$ cat src/rtl/hs_pkg.sv
package hs_pkg;

  typedef enum logic [3:0] {
    ST_IDLE,
    ST_RD_WAIT,
    ST_RD_XON,
    ST_RD_ACK,
    ST_RD_XOFF,
    ST_RD_SOFF,
    ST_WR_XON,
    ST_WR_WAIT,
    ST_WR_XOFF,
    ST_WR_ACK,
    ST_WR_SOFF
  } hs_state_e;

  typedef struct packed {
    logic bus_ack;
    logic dev_stb;
    logic xcvr_en;
    logic phase;
  } hs_out_t;

  // Output pattern held in each state
  function automatic hs_out_t out_of(hs_state_e s);
    hs_out_t o;
    case (s)
      ST_RD_WAIT: o = 4'b0100;
      ST_RD_XON:  o = 4'b0111;
      ST_RD_ACK:  o = 4'b1111;
      ST_RD_XOFF: o = 4'b1101;
      ST_RD_SOFF: o = 4'b1000;
      ST_WR_XON:  o = 4'b0010;
      ST_WR_WAIT: o = 4'b0110;
      ST_WR_XOFF: o = 4'b0101;
      ST_WR_ACK:  o = 4'b1101;
      ST_WR_SOFF: o = 4'b1000;
      default:    o = 4'b0000;
    endcase
    return o;
  endfunction

endpackage

$ cat src/rtl/hs_start_guard.sv
module hs_start_guard (
  input  logic clk,
  input  logic rst_n,
  input  logic idle,
  input  logic rd_req,
  input  logic wr_req,
  input  logic dev_ack,
  output logic go_rd,
  output logic go_wr,
  output logic err_o
);
  logic clash, early, bad;

  assign clash = rd_req & wr_req;
  assign early = (rd_req | wr_req) & dev_ack;
  assign bad   = idle & (clash | early);
  assign go_rd = idle & rd_req & ~wr_req & ~dev_ack;
  assign go_wr = idle & wr_req & ~rd_req & ~dev_ack;

  always_ff @(posedge clk) begin
    if (!rst_n) err_o <= 1'b0;
    else        err_o <= err_o | bad;
  end

  AST_ERR_STICKY: assert property (@(posedge clk) disable iff (!rst_n)
    err_o |=> err_o);

  AST_ERR_ON_CLASH: assert property (@(posedge clk) disable iff (!rst_n)
    idle && rd_req && wr_req |=> err_o);

endmodule

$ cat src/rtl/hs_ack_timer.sv
module hs_ack_timer #(
  parameter int TMO_W = 8
) (
  input  logic             clk,
  input  logic             rst_n,
  input  logic             ack_wait,
  input  logic             dev_ack,
  input  logic [TMO_W-1:0] limit,
  output logic             tmo_o
);
  localparam logic [TMO_W-1:0] CNT_MAX = {TMO_W{1'b1}};

  logic [TMO_W-1:0] cnt;
  logic             expire;

  // True when the current low sample is the limit-th one (limit 0 acts as 1)
  function automatic logic due_now(logic [TMO_W-1:0] c, logic [TMO_W-1:0] lim);
    logic [TMO_W:0] next_cnt;
    next_cnt = {1'b0, c} + 1'b1;
    return next_cnt >= {1'b0, lim};
  endfunction

  assign expire = ack_wait & ~dev_ack & due_now(cnt, limit);

  always_ff @(posedge clk) begin
    if (!rst_n) begin
      cnt   <= '0;
      tmo_o <= 1'b0;
    end else begin
      if (!ack_wait)                      cnt <= '0;
      else if (!dev_ack && cnt != CNT_MAX) cnt <= cnt + 1'b1;
      tmo_o <= tmo_o | expire;
    end
  end

  AST_TMO_STICKY: assert property (@(posedge clk) disable iff (!rst_n)
    tmo_o |=> tmo_o);

  AST_TMO_ONLY_WAITING: assert property (@(posedge clk) disable iff (!rst_n)
    $rose(tmo_o) |-> $past(ack_wait) && !$past(dev_ack));

endmodule

$ cat src/rtl/hs_step_fsm.sv
module hs_step_fsm
  import hs_pkg::*;
(
  input  logic    clk,
  input  logic    rst_n,
  input  logic    rd_req,
  input  logic    wr_req,
  input  logic    dev_ack,
  input  logic    go_rd,
  input  logic    go_wr,
  output hs_out_t out_q,
  output logic    idle,
  output logic    ack_wait
);
  hs_state_e state, nxt;

  always_comb begin
    nxt = state;
    case (state)
      ST_IDLE: begin
        if (go_rd)      nxt = ST_RD_WAIT;
        else if (go_wr) nxt = ST_WR_XON;
      end
      ST_RD_WAIT: if (dev_ack) nxt = ST_RD_XON;
      ST_RD_XON:  nxt = ST_RD_ACK;
      ST_RD_ACK:  if (!rd_req) nxt = ST_RD_XOFF;
      ST_RD_XOFF: nxt = ST_RD_SOFF;
      ST_RD_SOFF: nxt = ST_IDLE;
      ST_WR_XON:  nxt = ST_WR_WAIT;
      ST_WR_WAIT: if (dev_ack) nxt = ST_WR_XOFF;
      ST_WR_XOFF: nxt = ST_WR_ACK;
      ST_WR_ACK:  if (!wr_req) nxt = ST_WR_SOFF;
      ST_WR_SOFF: nxt = ST_IDLE;
      default:    nxt = ST_IDLE;
    endcase
  end

  always_ff @(posedge clk) begin
    if (!rst_n) begin
      state <= ST_IDLE;
      out_q <= '0;
    end else begin
      state <= nxt;
      out_q <= out_of(nxt);
    end
  end

  assign idle     = (state == ST_IDLE);
  assign ack_wait = (state == ST_RD_WAIT) || (state == ST_WR_WAIT);

  AST_ONE_OUTPUT_STEP: assert property (@(posedge clk) disable iff (!rst_n)
    $countones({out_q.bus_ack, out_q.dev_stb, out_q.xcvr_en} ^
               $past({out_q.bus_ack, out_q.dev_stb, out_q.xcvr_en})) <= 1);

  AST_BUS_ACK_AFTER_DEV: assert property (@(posedge clk) disable iff (!rst_n)
    $rose(out_q.bus_ack) |-> out_q.phase);

  AST_STB_DROP_UNDER_ACK: assert property (@(posedge clk) disable iff (!rst_n)
    $fell(out_q.dev_stb) |-> out_q.bus_ack && !out_q.xcvr_en);

  AST_PHASE_IN_STROBE: assert property (@(posedge clk) disable iff (!rst_n)
    out_q.phase |-> out_q.dev_stb);

  AST_RD_HOLD: assert property (@(posedge clk) disable iff (!rst_n)
    (state == ST_RD_ACK) && rd_req |=> out_q.bus_ack && out_q.xcvr_en);

  AST_WR_HOLD: assert property (@(posedge clk) disable iff (!rst_n)
    (state == ST_WR_ACK) && wr_req |=> out_q.bus_ack && out_q.dev_stb);

endmodule

$ cat src/rtl/hs_bus_dev_seq.sv
module hs_bus_dev_seq #(
  parameter int TMO_W = 8
) (
  input  logic             clk,
  input  logic             rst_n,
  input  logic             rd_req_i,
  input  logic             wr_req_i,
  input  logic             dev_ack_i,
  input  logic [TMO_W-1:0] ack_limit_i,
  output logic             bus_ack_o,
  output logic             dev_strobe_o,
  output logic             xcvr_en_o,
  output logic             phase_o,
  output logic             proto_err_o,
  output logic             ack_timeout_o
);
  import hs_pkg::*;

  hs_out_t outs;
  logic    idle, ack_wait, go_rd, go_wr;

  hs_start_guard u_guard (
    .clk     (clk),
    .rst_n   (rst_n),
    .idle    (idle),
    .rd_req  (rd_req_i),
    .wr_req  (wr_req_i),
    .dev_ack (dev_ack_i),
    .go_rd   (go_rd),
    .go_wr   (go_wr),
    .err_o   (proto_err_o)
  );

  hs_step_fsm u_fsm (
    .clk      (clk),
    .rst_n    (rst_n),
    .rd_req   (rd_req_i),
    .wr_req   (wr_req_i),
    .dev_ack  (dev_ack_i),
    .go_rd    (go_rd),
    .go_wr    (go_wr),
    .out_q    (outs),
    .idle     (idle),
    .ack_wait (ack_wait)
  );

  hs_ack_timer #(.TMO_W(TMO_W)) u_timer (
    .clk      (clk),
    .rst_n    (rst_n),
    .ack_wait (ack_wait),
    .dev_ack  (dev_ack_i),
    .limit    (ack_limit_i),
    .tmo_o    (ack_timeout_o)
  );

  assign bus_ack_o    = outs.bus_ack;
  assign dev_strobe_o = outs.dev_stb;
  assign xcvr_en_o    = outs.xcvr_en;
  assign phase_o      = outs.phase;

  AST_CLASH_NO_START: assert property (@(posedge clk) disable iff (!rst_n)
    idle && rd_req_i && wr_req_i |=> !dev_strobe_o && !xcvr_en_o);

  AST_EARLY_NO_START: assert property (@(posedge clk) disable iff (!rst_n)
    idle && (rd_req_i || wr_req_i) && dev_ack_i |=> !dev_strobe_o && !xcvr_en_o);

endmodule

$ cat config.mk
export PLATFORM = sky130hd
export DESIGN_NAME = hs_bus_dev_seq
export DESIGN_NICKNAME = d
export VERILOG_FILES = /design/src/rtl/hs_pkg.sv /design/src/rtl/hs_start_guard.sv /design/src/rtl/hs_ack_timer.sv /design/src/rtl/hs_step_fsm.sv /design/src/rtl/hs_bus_dev_seq.sv
export SDC_FILE = /design/constraint.sdc
export NUM_CORES = 1
export LEC_CHECK = 0
export BUFFER_PORTS_ARGS = -buffer_cell sky130_fd_sc_hd__clkbuf_2
export CAP_MARGIN = 30
export CORE_AREA = 2 2 59 61
export DETAILED_ROUTE_END_ITERATION = 16
export DIE_AREA = 0 0 61 63
export PLACE_DENSITY = 0.62
export SYNTH_ARGS = -nofsm -noshare
export SYNTH_HDL_FRONTEND = slang
export SYNTH_SLANG_ARGS = --single-unit
$ cat constraint.sdc
create_clock -name clk -period 2.4 [get_ports clk]
set_input_delay 0.36 -clock clk [delete_from_list [all_inputs] [get_ports clk]]
set_output_delay 0.36 -clock clk [all_outputs]
set_load 0.02 [all_outputs]
==> metrics.md <==
| Metric | Value |
|---|---|
| Drt pass-1 iters | 4 |
| H-tree depth | 1 |
| Synth Flop Type | dfxtp_1 |
| Setup Skew | 0.00606 ns |
| VDD IR max | 288 uV |
| Comb pwr share | 31.0% |
| Clock root buffer master | clkbuf_4 |
| Max-slew violations | 0 |
| Postcts setup bufs | 0 |
| Sw frac | 33.1% |
| Initial Utilization | 38.6% |
| Finish-stage setup viols | 0 |
| Crit share post-route | 93.5% |
| Hold path start | rst_n |
| Worst R2R Setup Slack | about 0.16 ns |
| Largest family of logic cells by synthesized area | simple AND/OR/NAND/NOR gates |
| Fillcell total | 338 |
| Cells after synthesis | 150 |
| RR Endpoint | u_timer.tmo_o |
| CTS tree | yes |
| Synth async-reset ratio | 0% |
| Compound-gate portion of the synthesized area | 18.5% |
| Via-to-Cell Ratio | 4.93 |
| Synth Area in XOR/XNOR | 8.43% |
| Post-synthesis register bit count | 18 |
| Adder-cell share of the synthesized area | 12.9% |
| Crit Path Max Fanout | 4 |
| Worst Reg2Reg Path Length in Cells | 8 |
| Crit-path cells | and3_1 -> nand3_1 -> nor2_2 -> xnor2_1 -> ha_1 -> and3_1 -> a2111oi_2 -> a311oi_1 |
| Worst hold path stage count | 3 |
| Vias in the first global route | 1033 |
| DIE AREA | between 3000 and 4000 um^2 |
| Warnings from Yosys | 0 |
| Die width | 61 um |
| Reg clk slew, reported paths | around 0.11 ns |
| Worst R2R Start | u_timer.cnt[2] |
| GRT Residual Overflow | 0 |
| Leak | 0.657 nW |
| IO Port Bufs | 18 |
| Max Fclk | 446 MHz |
| Most frequent CP cell | and3_1 |
| Top Ports | 19 |
| Clock sink count | 18 |
| Final hold vios | 0 |
| Setup TNS | 0 ns |
| Core footprint | ~3200 um^2 |
| Sequential share of power | 44.3% |
| Mapped Nets | between 150 and 200 |
| Simple-Gate Fraction of Synth Area | 21.2% |
| Pwr dens | 542 nW/um^2 |
| Max cap viols | 0 |
| Nets | 195 |
| Routed length per placed instance | 11.6 um |
| Cell area after synthesis | roughly 1200 um^2 |
| Sequential area share after synthesis | 28.9% |
| Status | completed |
| CP required | 2.58 ns |
| Worst Max-Slew Pin Slew | around 0.57 ns |
| Worst path slowest cell | dfxtp_1 |
| Hold buffers post-CTS | 0 |
| Initial antenna violation count | 0 |
| Die Y | 63 um |
| Num rows | 21 |
| P_sw | 255 uW |
| Post-cts sizing count | 1 |
| Hold Crit Class | primary input to register |
| Placer Congestion | roughly 0.80 |
| Final ANT Viol Nets | 0 |
| Dpl hpwl | 1980 um |
| Largest net degree at the start of global routing | 12 |
| Total number of vias | 1060 |
| Clock latency on the worst-skew pair | approximately 0.30 ns |
| WP data arrival | 2.43 ns |
| Critical Path Source Type | register |
| Worst setup EP type | register |
| # DRC | 0 |
| Int Pwr | 516 uW |
| Total GRT Usage | 14.5% |
| DR iter-0 viols | 34 |
| Syn-to-layout area delta | 14.2% |
| Number of flops mapped to enable cells by yosys | 0 |
| Final wirelength | 2490 um |
| Fin crit period | roughly 2.2 ns |
| Hold endpoint | u_fsm.out_q[3] |
| Num CTS Buffers | 3 |
| Slew margin rel. | approximately three fifths |
| Post-synth cell types | 42 |
| Post-synthesis mux area share | 2.41% |
| Clock network fraction of total power | 24.7% |
| Synthesized area per cell | between 8 and 9 um^2 |
| Max incr delay on CP | roughly 0.4 ns |
| RSZ-0062 raised after global routing | false |
| First-pass GRT wire length | around 4300 um |
| Number of antenna cells inserted | 0 |
| WS Path Type | register to register |
| Share of cells above drive strength 1 | about 20% |
| Max clock buf depth | 2 |
| Hold Worst Slack | 0.326 ns |
[worst max path at each step]
stage / cells past startpoint / slack, ns / from / to
global placement: 8 / 0.17 / u_timer.cnt[0] / u_timer.tmo_o
floorplan: 9 / 0.13 / u_timer.cnt[0] / u_timer.tmo_o
global route: 8 / 0.01 / u_timer.cnt[2] / u_timer.tmo_o
CTS: 8 / 0.04 / u_timer.cnt[2] / u_timer.tmo_o
finish: 8 / 0.16 / u_timer.cnt[2] / u_timer.tmo_o
detailed placement: 8 / 0.01 / u_timer.cnt[2] / u_timer.tmo_o
[flip-flops by register name (all words and copies together), names as in the netlist]
register	flops
u_fsm.out_q	4
u_timer.tmo_o	1
u_guard.err_o	1
u_fsm.state	4
u_timer.cnt	8
[synth_stat cells, types with 2 or more instances]
library cell / number / area [um^2]
nand3_1: 4 / 20.0
a31oi_1: 3 / 18.8
nor3_1: 3 / 15.0
o21ai_0: 2 / 10.0
buf_2: 2 / 10.0
ha_1: 12 / 150
xnor2_1: 6 / 52.6
a311oi_1: 3 / 26.3
dfxtp_1: 18 / 360
a211oi_1: 2 / 15.0
buf_4: 2 / 15.0
nand2_1: 8 / 30.0
xor2_1: 6 / 52.6
mux2i_1: 3 / 30.0
a21oi_1: 9 / 45.0
and3_1: 4 / 25.0
a21boi_0: 2 / 15.0
inv_1: 14 / 52.6
nand2b_1: 4 / 25.0
nor2_1: 21 / 78.8
[cell type report]
class | instances | area [um^2] | share of cell area, %
flip-flops and latches | 18 | 362 | 25.4
multi-input cells | 111 | 798 | 56.1
well taps | 46 | 57.6 | 4.05
inverters | 15 | 56.3 | 3.96
clock buffers | 4 | 36.3 | 2.55
repair buffers | 21 | 113 | 7.92
[power by group through the flow]
stage / clock (mW) / sequential (mW) / combinational, mW
final: 0.191 / 0.341 / 0.239
after global routing: 0.202 / 0.345 / 0.268
after CTS: 0.192 / 0.342 / 0.241
after detailed placement: 0 / 0.349 / 0.239
after global placement: 0 / 0.347 / 0.233
after floorplan: 0 / 0.359 / 0.168
[worst max-delay path: cells and delay by family (launching register included)]
family	cells	cell delay, ns
AOI/OAI and AO/OA	2	0.53
xor gates and xnor gates	1	0.15
adders and majority gates	1	0.25
DFF	1	0.40
and+or+nand+nor	4	0.80
[placed cells by master (no fill, tap or decap), drive strengths merged, types with 2 or more instances in the layout]
cell / Yosys / routed
a211oi: 3 / 3
a21boi: 2 / 2
a21oi: 9 / 9
a311oi: 4 / 4
a31oi: 3 / 3
and3: 5 / 5
buf: 5 / 3
clkbuf: 1 / 22
dfxtp: 18 / 18
ha: 12 / 12
inv: 14 / 14
mux2i: 3 / 3
nand2: 8 / 8
nand2b: 4 / 4
nand3: 4 / 4
nor2: 21 / 21
nor3: 3 / 3
o21ai: 2 / 2
xnor2: 6 / 6
xor2: 6 / 6
[metrics by stage]
step                utilization (%)  instances  area [um^2]  power [mW]  setup WS, ns
global route                   44.0        215         1420       0.815        0.0144
detailed placement             42.6        211         1380       0.587        0.0114
global placement               42.6        211         1380       0.580         0.170
finish                         44.0        215         1420       0.771         0.155
floorplan                         -        150         1250       0.527         0.134
CTS                            43.7        215         1410       0.774        0.0449
[layer usage]
metal  global-route usage [%]  routed length [um]  part of all wire, %
met1                     17.7                1210                   49
met2                     24.1                1190                   48
met3                     3.73                  71                  2.9
met4                     4.89                  19                 0.76
met5                        0                   0                    0
[kinds of logic (layout without fill, tap and decap cells)]
| family | Yosys count | in the layout |
|---|---|---|
| flops | 18 | 18 |
| buf+inv | 21 | 40 |
| xor+xnor | 12 | 12 |
| mux | 3 | 3 |
| simple gates | 53 | 53 |
| compound gates | 30 | 30 |
| fa+ha+maj | 13 | 13 |
Power figures use the tool's default switching activity.
